**config.mk**
```make
export PLATFORM = sky130hd
export DESIGN_NAME = blit_engine
export DESIGN_NICKNAME = d
export VERILOG_FILES = /design/src/rtl/blit_pkg.sv /design/src/rtl/blit_ctrl.sv /design/src/rtl/blit_datapath.sv /design/src/rtl/blit_engine.sv
export SDC_FILE = /design/constraint.sdc
export NUM_CORES = 2
export LEC_CHECK = 0
export BUFFER_PORTS_ARGS = -buffer_cell sky130_fd_sc_hd__buf_2
export CORE_AREA = 2 2 267 269
export CTS_BUF_LIST = sky130_fd_sc_hd__clkbuf_16
export CTS_CLUSTER_DIAMETER = 100
export DETAILED_ROUTE_END_ITERATION = 6
export DIE_AREA = 0 0 269 271
export PLACE_DENSITY = 0.75
export SETUP_SLACK_MARGIN = 0.5
export SLEW_MARGIN = 15
export SYNTH_ARGS = -nofsm -noshare
export SYNTH_HDL_FRONTEND = slang
export SYNTH_SLANG_ARGS = --single-unit
```
**constraint.sdc**
```tcl
create_clock -name clk -period 11.9 [get_ports clk]
set_clock_uncertainty 0.2 [all_clocks]
set_input_delay 2.38 -clock clk [delete_from_list [all_inputs] [get_ports clk]]
set_output_delay 2.38 -clock clk [all_outputs]
set_load 0.03 [all_outputs]
```
**src/rtl/blit_pkg.sv**
```systemverilog
package blit_pkg;
  localparam int WORD_W = 32;
  localparam int BE_W = WORD_W / 8;

  localparam logic [1:0] DEPTH_8 = 2'd0;
  localparam logic [1:0] DEPTH_16 = 2'd1;

  typedef enum logic [1:0] {
    PH_SRC = 2'd0,
    PH_DST = 2'd1,
    PH_WR = 2'd2
  } phase_e;

  typedef struct packed {
    logic latchCfg;
    logic capSrc;
    logic capDst;
    phase_e phase;
  } dp_ctrl_t;

  function automatic logic [WORD_W-1:0] ropApply(
    input logic [7:0] code,
    input logic [WORD_W-1:0] pat,
    input logic [WORD_W-1:0] src,
    input logic [WORD_W-1:0] dst
  );
    logic [WORD_W-1:0] res;
    for (int i = 0; i < WORD_W; i++) begin
      res[i] = code[{pat[i], src[i], dst[i]}];
    end
    return res;
  endfunction
endpackage

```
**src/rtl/blit_ctrl.sv**
```systemverilog
module blit_ctrl
  import blit_pkg::*;
#(
  parameter int ADDR_W = 32,
  parameter int DIM_W = 12
) (
  input  logic              clk,
  input  logic              rst_n,
  input  logic              start,
  input  logic [DIM_W-1:0]  width,
  input  logic [DIM_W-1:0]  height,
  input  logic [ADDR_W-1:0] srcBase,
  input  logic [ADDR_W-1:0] dstBase,
  input  logic              memReady,
  input  logic              skipWrite,
  output logic              memValid,
  output logic              memWe,
  output logic [DIM_W-1:0]  xPos,
  output logic [DIM_W-1:0]  yPos,
  output dp_ctrl_t          dpCtrl,
  output logic              busy,
  output logic              done
);
  localparam logic [DIM_W-1:0] ONE = DIM_W'(1);

  typedef enum logic [1:0] {S_IDLE, S_RSRC, S_RDST, S_WR} state_e;

  state_e state;
  logic [DIM_W-1:0] wReg, hReg;
  logic rev, revNow, lastX, lastY, advance;

  assign revNow = dstBase > srcBase;
  assign lastX = rev ? (xPos == '0) : (xPos == wReg - ONE);
  assign lastY = rev ? (yPos == '0) : (yPos == hReg - ONE);
  assign advance = (state == S_WR) && (skipWrite || memReady);

  always_ff @(posedge clk) begin
    if (!rst_n) begin
      state <= S_IDLE;
      wReg <= '0;
      hReg <= '0;
      xPos <= '0;
      yPos <= '0;
      rev <= 1'b0;
      done <= 1'b0;
    end else begin
      case (state)
        S_IDLE: begin
          if (start) begin
            wReg <= width;
            hReg <= height;
            rev <= revNow;
            xPos <= revNow ? width - ONE : '0;
            yPos <= revNow ? height - ONE : '0;
            if (width == '0 || height == '0) begin
              done <= 1'b1;
            end else begin
              done <= 1'b0;
              state <= S_RSRC;
            end
          end
        end
        S_RSRC: if (memReady) state <= S_RDST;
        S_RDST: if (memReady) state <= S_WR;
        S_WR: begin
          if (advance) begin
            if (lastX) begin
              if (lastY) begin
                state <= S_IDLE;
                done <= 1'b1;
              end else begin
                yPos <= rev ? yPos - ONE : yPos + ONE;
                xPos <= rev ? wReg - ONE : '0;
                state <= S_RSRC;
              end
            end else begin
              xPos <= rev ? xPos - ONE : xPos + ONE;
              state <= S_RSRC;
            end
          end
        end
        default: state <= S_IDLE;
      endcase
    end
  end

  assign busy = state != S_IDLE;
  assign memValid = (state == S_RSRC) || (state == S_RDST) || ((state == S_WR) && !skipWrite);
  assign memWe = state == S_WR;

  always_comb begin
    dpCtrl.latchCfg = (state == S_IDLE) && start;
    dpCtrl.capSrc = (state == S_RSRC) && memReady;
    dpCtrl.capDst = (state == S_RDST) && memReady;
    dpCtrl.phase = (state == S_RSRC) ? PH_SRC : (state == S_WR) ? PH_WR : PH_DST;
  end
endmodule

```
**src/rtl/blit_datapath.sv**
```systemverilog
module blit_datapath
  import blit_pkg::*;
#(
  parameter int ADDR_W = 32,
  parameter int DIM_W = 12,
  parameter int PITCH_W = 16
) (
  input  logic                clk,
  input  logic                rst_n,
  input  dp_ctrl_t            dpCtrl,
  input  logic [DIM_W-1:0]    xPos,
  input  logic [DIM_W-1:0]    yPos,
  input  logic [ADDR_W-1:0]   srcBase,
  input  logic [ADDR_W-1:0]   dstBase,
  input  logic [PITCH_W-1:0]  srcPitch,
  input  logic [PITCH_W-1:0]  dstPitch,
  input  logic [1:0]          depthSel,
  input  logic [7:0]          ropCode,
  input  logic                monoSrc,
  input  logic                transparent,
  input  logic [WORD_W-1:0]   fgColor,
  input  logic [WORD_W-1:0]   bgColor,
  input  logic [WORD_W-1:0]   keyColor,
  input  logic [63:0]         patBits,
  input  logic [WORD_W-1:0]   memRdata,
  output logic [ADDR_W-1:0]   memAddr,
  output logic [WORD_W-1:0]   memWdata,
  output logic [BE_W-1:0]     memBe,
  output logic                skipWrite
);
  logic [ADDR_W-1:0] sBase, dBase;
  logic [PITCH_W-1:0] sPitch, dPitch;
  logic [1:0] depth;
  logic [7:0] rop;
  logic mono, transp;
  logic [WORD_W-1:0] fg, bg, key;
  logic [63:0] pat;
  logic [WORD_W-1:0] srcPix, dstPix;

  always_ff @(posedge clk) begin
    if (!rst_n) begin
      sBase <= '0;
      dBase <= '0;
      sPitch <= '0;
      dPitch <= '0;
      depth <= DEPTH_8;
      rop <= '0;
      mono <= 1'b0;
      transp <= 1'b0;
      fg <= '0;
      bg <= '0;
      key <= '0;
      pat <= '0;
    end else if (dpCtrl.latchCfg) begin
      sBase <= srcBase;
      dBase <= dstBase;
      sPitch <= srcPitch;
      dPitch <= dstPitch;
      depth <= depthSel;
      rop <= ropCode;
      mono <= monoSrc;
      transp <= transparent;
      fg <= fgColor;
      bg <= bgColor;
      key <= keyColor;
      pat <= patBits;
    end
  end

  logic [1:0] shAmt;
  logic [WORD_W-1:0] pixMask;
  logic [BE_W-1:0] beBase;

  always_comb begin
    case (depth)
      DEPTH_8: begin shAmt = 2'd0; pixMask = WORD_W'(8'hFF); beBase = BE_W'(4'b0001); end
      DEPTH_16: begin shAmt = 2'd1; pixMask = WORD_W'(16'hFFFF); beBase = BE_W'(4'b0011); end
      default: begin shAmt = 2'd2; pixMask = '1; beBase = '1; end
    endcase
  end

  logic [ADDR_W-1:0] srcRow, dstRow, srcOff, srcByte, dstByte;

  assign srcRow = sBase + ADDR_W'(yPos) * ADDR_W'(sPitch);
  assign dstRow = dBase + ADDR_W'(yPos) * ADDR_W'(dPitch);
  assign srcOff = mono ? ADDR_W'(xPos >> 3) : (ADDR_W'(xPos) << shAmt);
  assign srcByte = srcRow + srcOff;
  assign dstByte = dstRow + (ADDR_W'(xPos) << shAmt);

  assign memAddr = (dpCtrl.phase == PH_SRC) ? {srcByte[ADDR_W-1:2], 2'b00}
                                            : {dstByte[ADDR_W-1:2], 2'b00};

  logic monoBit;
  logic [WORD_W-1:0] srcLane, dstLane, srcNext;

  assign monoBit = memRdata[{srcByte[1:0], xPos[2:0]}];
  assign srcLane = memRdata >> {srcByte[1:0], 3'b000};
  assign dstLane = memRdata >> {dstByte[1:0], 3'b000};
  assign srcNext = mono ? ((monoBit ? fg : bg) & pixMask) : (srcLane & pixMask);

  always_ff @(posedge clk) begin
    if (!rst_n) begin
      srcPix <= '0;
      dstPix <= '0;
    end else begin
      if (dpCtrl.capSrc) srcPix <= srcNext;
      if (dpCtrl.capDst) dstPix <= dstLane & pixMask;
    end
  end

  logic patBit;
  logic [WORD_W-1:0] patPix, result;

  assign patBit = pat[{yPos[2:0], xPos[2:0]}];
  assign patPix = (patBit ? fg : bg) & pixMask;
  assign result = ropApply(rop, patPix, srcPix, dstPix) & pixMask;

  assign memWdata = result << {dstByte[1:0], 3'b000};
  assign memBe = (dpCtrl.phase == PH_WR) ? (beBase << dstByte[1:0]) : '1;
  assign skipWrite = transp && (srcPix == (key & pixMask));
endmodule

```
**src/rtl/blit_engine.sv**
```systemverilog
module blit_engine
  import blit_pkg::*;
#(
  parameter int ADDR_W = 32,
  parameter int DIM_W = 12,
  parameter int PITCH_W = 16
) (
  input  logic               clk,
  input  logic               rst_n,
  input  logic               start,
  input  logic [ADDR_W-1:0]  srcBase,
  input  logic [ADDR_W-1:0]  dstBase,
  input  logic [PITCH_W-1:0] srcPitch,
  input  logic [PITCH_W-1:0] dstPitch,
  input  logic [DIM_W-1:0]   width,
  input  logic [DIM_W-1:0]   height,
  input  logic [1:0]         depthSel,
  input  logic [7:0]         ropCode,
  input  logic               monoSrc,
  input  logic               transparent,
  input  logic [31:0]        fgColor,
  input  logic [31:0]        bgColor,
  input  logic [31:0]        keyColor,
  input  logic [63:0]        patBits,
  output logic               memValid,
  output logic               memWe,
  output logic [ADDR_W-1:0]  memAddr,
  output logic [31:0]        memWdata,
  output logic [3:0]         memBe,
  input  logic               memReady,
  input  logic [31:0]        memRdata,
  output logic               busy,
  output logic               done
);
  dp_ctrl_t dpCtrl;
  logic [DIM_W-1:0] xPos, yPos;
  logic skipWrite;

  blit_ctrl #(.ADDR_W(ADDR_W), .DIM_W(DIM_W)) u_ctrl (
    .clk(clk), .rst_n(rst_n), .start(start),
    .width(width), .height(height),
    .srcBase(srcBase), .dstBase(dstBase),
    .memReady(memReady), .skipWrite(skipWrite),
    .memValid(memValid), .memWe(memWe),
    .xPos(xPos), .yPos(yPos), .dpCtrl(dpCtrl),
    .busy(busy), .done(done)
  );

  blit_datapath #(.ADDR_W(ADDR_W), .DIM_W(DIM_W), .PITCH_W(PITCH_W)) u_dp (
    .clk(clk), .rst_n(rst_n), .dpCtrl(dpCtrl),
    .xPos(xPos), .yPos(yPos),
    .srcBase(srcBase), .dstBase(dstBase),
    .srcPitch(srcPitch), .dstPitch(dstPitch),
    .depthSel(depthSel), .ropCode(ropCode),
    .monoSrc(monoSrc), .transparent(transparent),
    .fgColor(fgColor), .bgColor(bgColor), .keyColor(keyColor),
    .patBits(patBits), .memRdata(memRdata),
    .memAddr(memAddr), .memWdata(memWdata), .memBe(memBe),
    .skipWrite(skipWrite)
  );
endmodule

```
==> metrics.txt <==
outcome finished, violations left; violations in the final reports DRC; Setup CP Type reg -> out; Yosys reg bits between 300 and 400; starting density of the core 0.548; clock sinks between 300 and 400; vias in the first global route about 33000; Die Y-Extent about 270 um; most common cell in the netlist nand2_1; port bufs 397; FF-to-FF Start u_ctrl.yPos[1]; CTS Buffer Depth 3; complex-gate fraction of the synthesized area 0.133; Tot GR Track Use 0.328; Post-Synth Simple-Gate Area 0.175; worst vdd ir 0.202 mV; initial antenna violation count 11; cells along the critical path buf_4 > nand2_1 > fa_1 > fa_1 > inv_1 > fa_1 > fa_1 > fa_1 > inv_1 > fa_1 > inv_1 > ha_1 > and3_1 > and3_1 > or4b_2 > a221oi_1 > buf_4 > nor4_1 > o41ai_1 > a21boi_0 > xnor2_1 > mux2i_1 > buf_2; distinct cell type count after synthesis between 70 and 80; post-synthesis sequential area ratio 0.201; Num CTS Buffers between 40 and 50; max-slew violation count 0; Fmax slightly above 90 MHz; number of remaining DRC errors 5; Synth Area in Adders 0.267; unrepaired setup endpoints after global routing false; Worst path most repeated cell fa_1; min cycle time layout ~11 ns; clock tree root driver cell clkbuf_16; Synth top area share 0.201; XOR/XNOR share of the synthesized area 0.0314; CP startpoint kind flip-flop; H-Tree Depth 2; Area Growth Syn to Fin 10.5%; largest cells by area after synthesis dfxtp_1 (20%), fa_1 (19%), nand2_1 (8.7%), ha_1 (7.7%), inv_1 (5.9%); post-route ant nets 0; mux cell area share after synthesis 0.101; Post-synth top flop dfxtp_1; Power Density approximately 210 nW/um2; Slew headroom 0.193; Async S/R FF share, synth 0; share of layout cells above drive strength 1 0.140; Worst-Skew Late Latency between 0.6 and 0.7 ns; Lkg Pwr approximately 20 nW; largest net degree at the start of global routing between 200 and 250; slew at the pin closest to its max-slew limit roughly 1.2 ns; Ys Warns 0; WL per Instance roughly 21 um; Pre-Repair DR Iteration Count 7; Setup Fix Bufs, Post-CTS 0; Final Wtd Congestion 0.986; Post-synth EDFFs 0; CTS tree yes; Final setup viols 0; Req. time, crit path between 9 and 10 ns; number of I/O pins 400; first-pass GRT wire length about 190000 um; Via Count around 34000; Cell Area, Synth about 38000 um2; Max Cap Viol 0; Final Cycle Share 0.915; hpwl dp ~90000 um; Worst Setup SP u_ctrl.yPos[4]; Hold Violations, Final 0; Setup Total Neg Slack 0 ns; Die W approximately 270 um; Vias per Instance between 5 and 6; top cells by count, synth nand2_1 (888), inv_1 (596), a21oi_1 (441); count of mapped cells out of synthesis roughly 4600; largest family of logic cells by synthesized area adder cells; die footprint approximately 73000 um2; initial detailed-routing violation count between 3000 and 4000; fin nets about 5700; worst hold-check path type reg -> reg; Reg clk slew, reported paths around 0.060 ns; core area approximately 70000 um2; Slowest-stage cell, CP dfxtp_1; Yosys top cell by area dfxtp_1; Max stage delay on crit path roughly 0.86 ns; Site Rows just under 100; CP Capture Type primary output; final WL approximately 120000 um; worst-path fanout max 21; Hold Worst Slack between 0.2 and 0.3 ns; Mean Syn Cell Area between 8 and 9 um2; gr ovfl total 0; Hold Startpoint u_dp.pat[15]; critical path arrival slightly above 8 ns
[power by group]
part | internal, mW | switching [mW] | leakage (nW) | total [mW]
Sequential | 1.53 | 0.429 | 3.15 | 1.96
Clock | 0.892 | 0.639 | 0.798 | 1.53
Combinational | 2.05 | 3.54 | 15.7 | 5.59
[metrics by stage]
stage                     instances  power [mW]  instance area (um2)   util  setup WS (ns)
after floorplan                4639        5.82                38200      -           1.82
after global placement         5710        7.30                40600  0.582           1.78
after detailed placement       5710        7.41                40600  0.582           1.56
after CTS                      5797        8.95                42200  0.605          0.902
after global routing           5807        9.67                42200  0.605          0.506
final                          5807        9.08                42200  0.605           1.01
[cell type report]
type | instances | area [um2]
diodes | 10 | 25.0
clock buffers | 48 | 1200
clock inverters | 39 | 417
fillers | 6175 | 27500
inverters | 598 | 2250
multi-input cells | 3347 | 27100
flip-flops and latches | 384 | 7690
well taps | 940 | 1180
repair buffers | 441 | 2340
[repair_timing]
item / in CTS / in global routing
setup endpoints to repair: 0 / 2
hold buffers: 0 / 0
gates resized for setup: 0 / 1
[path summary, 6_finish.rpt]
kind	endpoint	slack, ns	cells after the start
setup / recovery	memAddr[28]	1.01	23
setup reg to reg	u_dp.dstPix[28]	6.51	13
hold / removal	u_dp.pat[15]	0.25	2
hold reg to reg	u_dp.pat[15]	0.25	2
[flip-flops by register name (all words and copies together), names as in the netlist, 12 cells and up]
signal / count
u_dp.sPitch: 16
u_ctrl.yPos: 12
u_ctrl.wReg: 12
u_dp.fg: 32
u_dp.pat: 64
u_dp.bg: 32
u_dp.dstPix: 32
u_dp.sBase: 32
u_dp.dBase: 32
u_dp.dPitch: 16
u_ctrl.xPos: 12
u_dp.key: 32
u_dp.srcPix: 32
u_ctrl.hReg: 12
[cells by family after synthesis]
family,Yosys count
and+or+nand+nor,1495
buffers and inverters,908
AOI/OAI and AO/OA,856
adders and majority gates,599
DFF,384
muxes,264
xor gates and xnor gates,129
other,2
[worst max-delay path, delay by kind of cell, from the launching register on]
kind	cells	cell delay [ns]
adder cells (fa/ha/maj)	7	3.30
AND/OR/NAND/NOR	5	1.19
XOR/XNOR	1	0.18
AO/OA/AOI/OAI	3	1.08
multiplexers	1	0.15
flip-flops	1	0.86
buffers and inverters	6	0.96
[metal layers]
layer / up-vias / part of all wire / GRT usage
met3: 317 / 0.12 / 0.0817
met5: - / 0 / 0
li1: 15600 / - / -
met2: 1871 / 0.42 / 0.470
met1: 16300 / 0.42 / 0.469
met4: 0 / 0.047 / 0.136
[cells in the final DEF, fill, tap and decap left out, types with 31 or more instances in the layout]
cell type / instances
a22oi_1: 44
ha_1: 232
xnor2_1: 66
mux2i_1: 130
nor2_1: 174
a21o_1: 49
clkbuf_16: 48
a21oi_1: 441
buf_4: 42
xor2_1: 58
o21ai_0: 112
inv_1: 600
buf_2: 397
nor3_1: 37
dfxtp_1: 380
a211oi_1: 62
and2_1: 205
mux2_2: 38
nand2_1: 886
nor2b_1: 31
mux4_2: 95
fa_1: 364
Note: power is estimated with default switching activity, not from simulation.
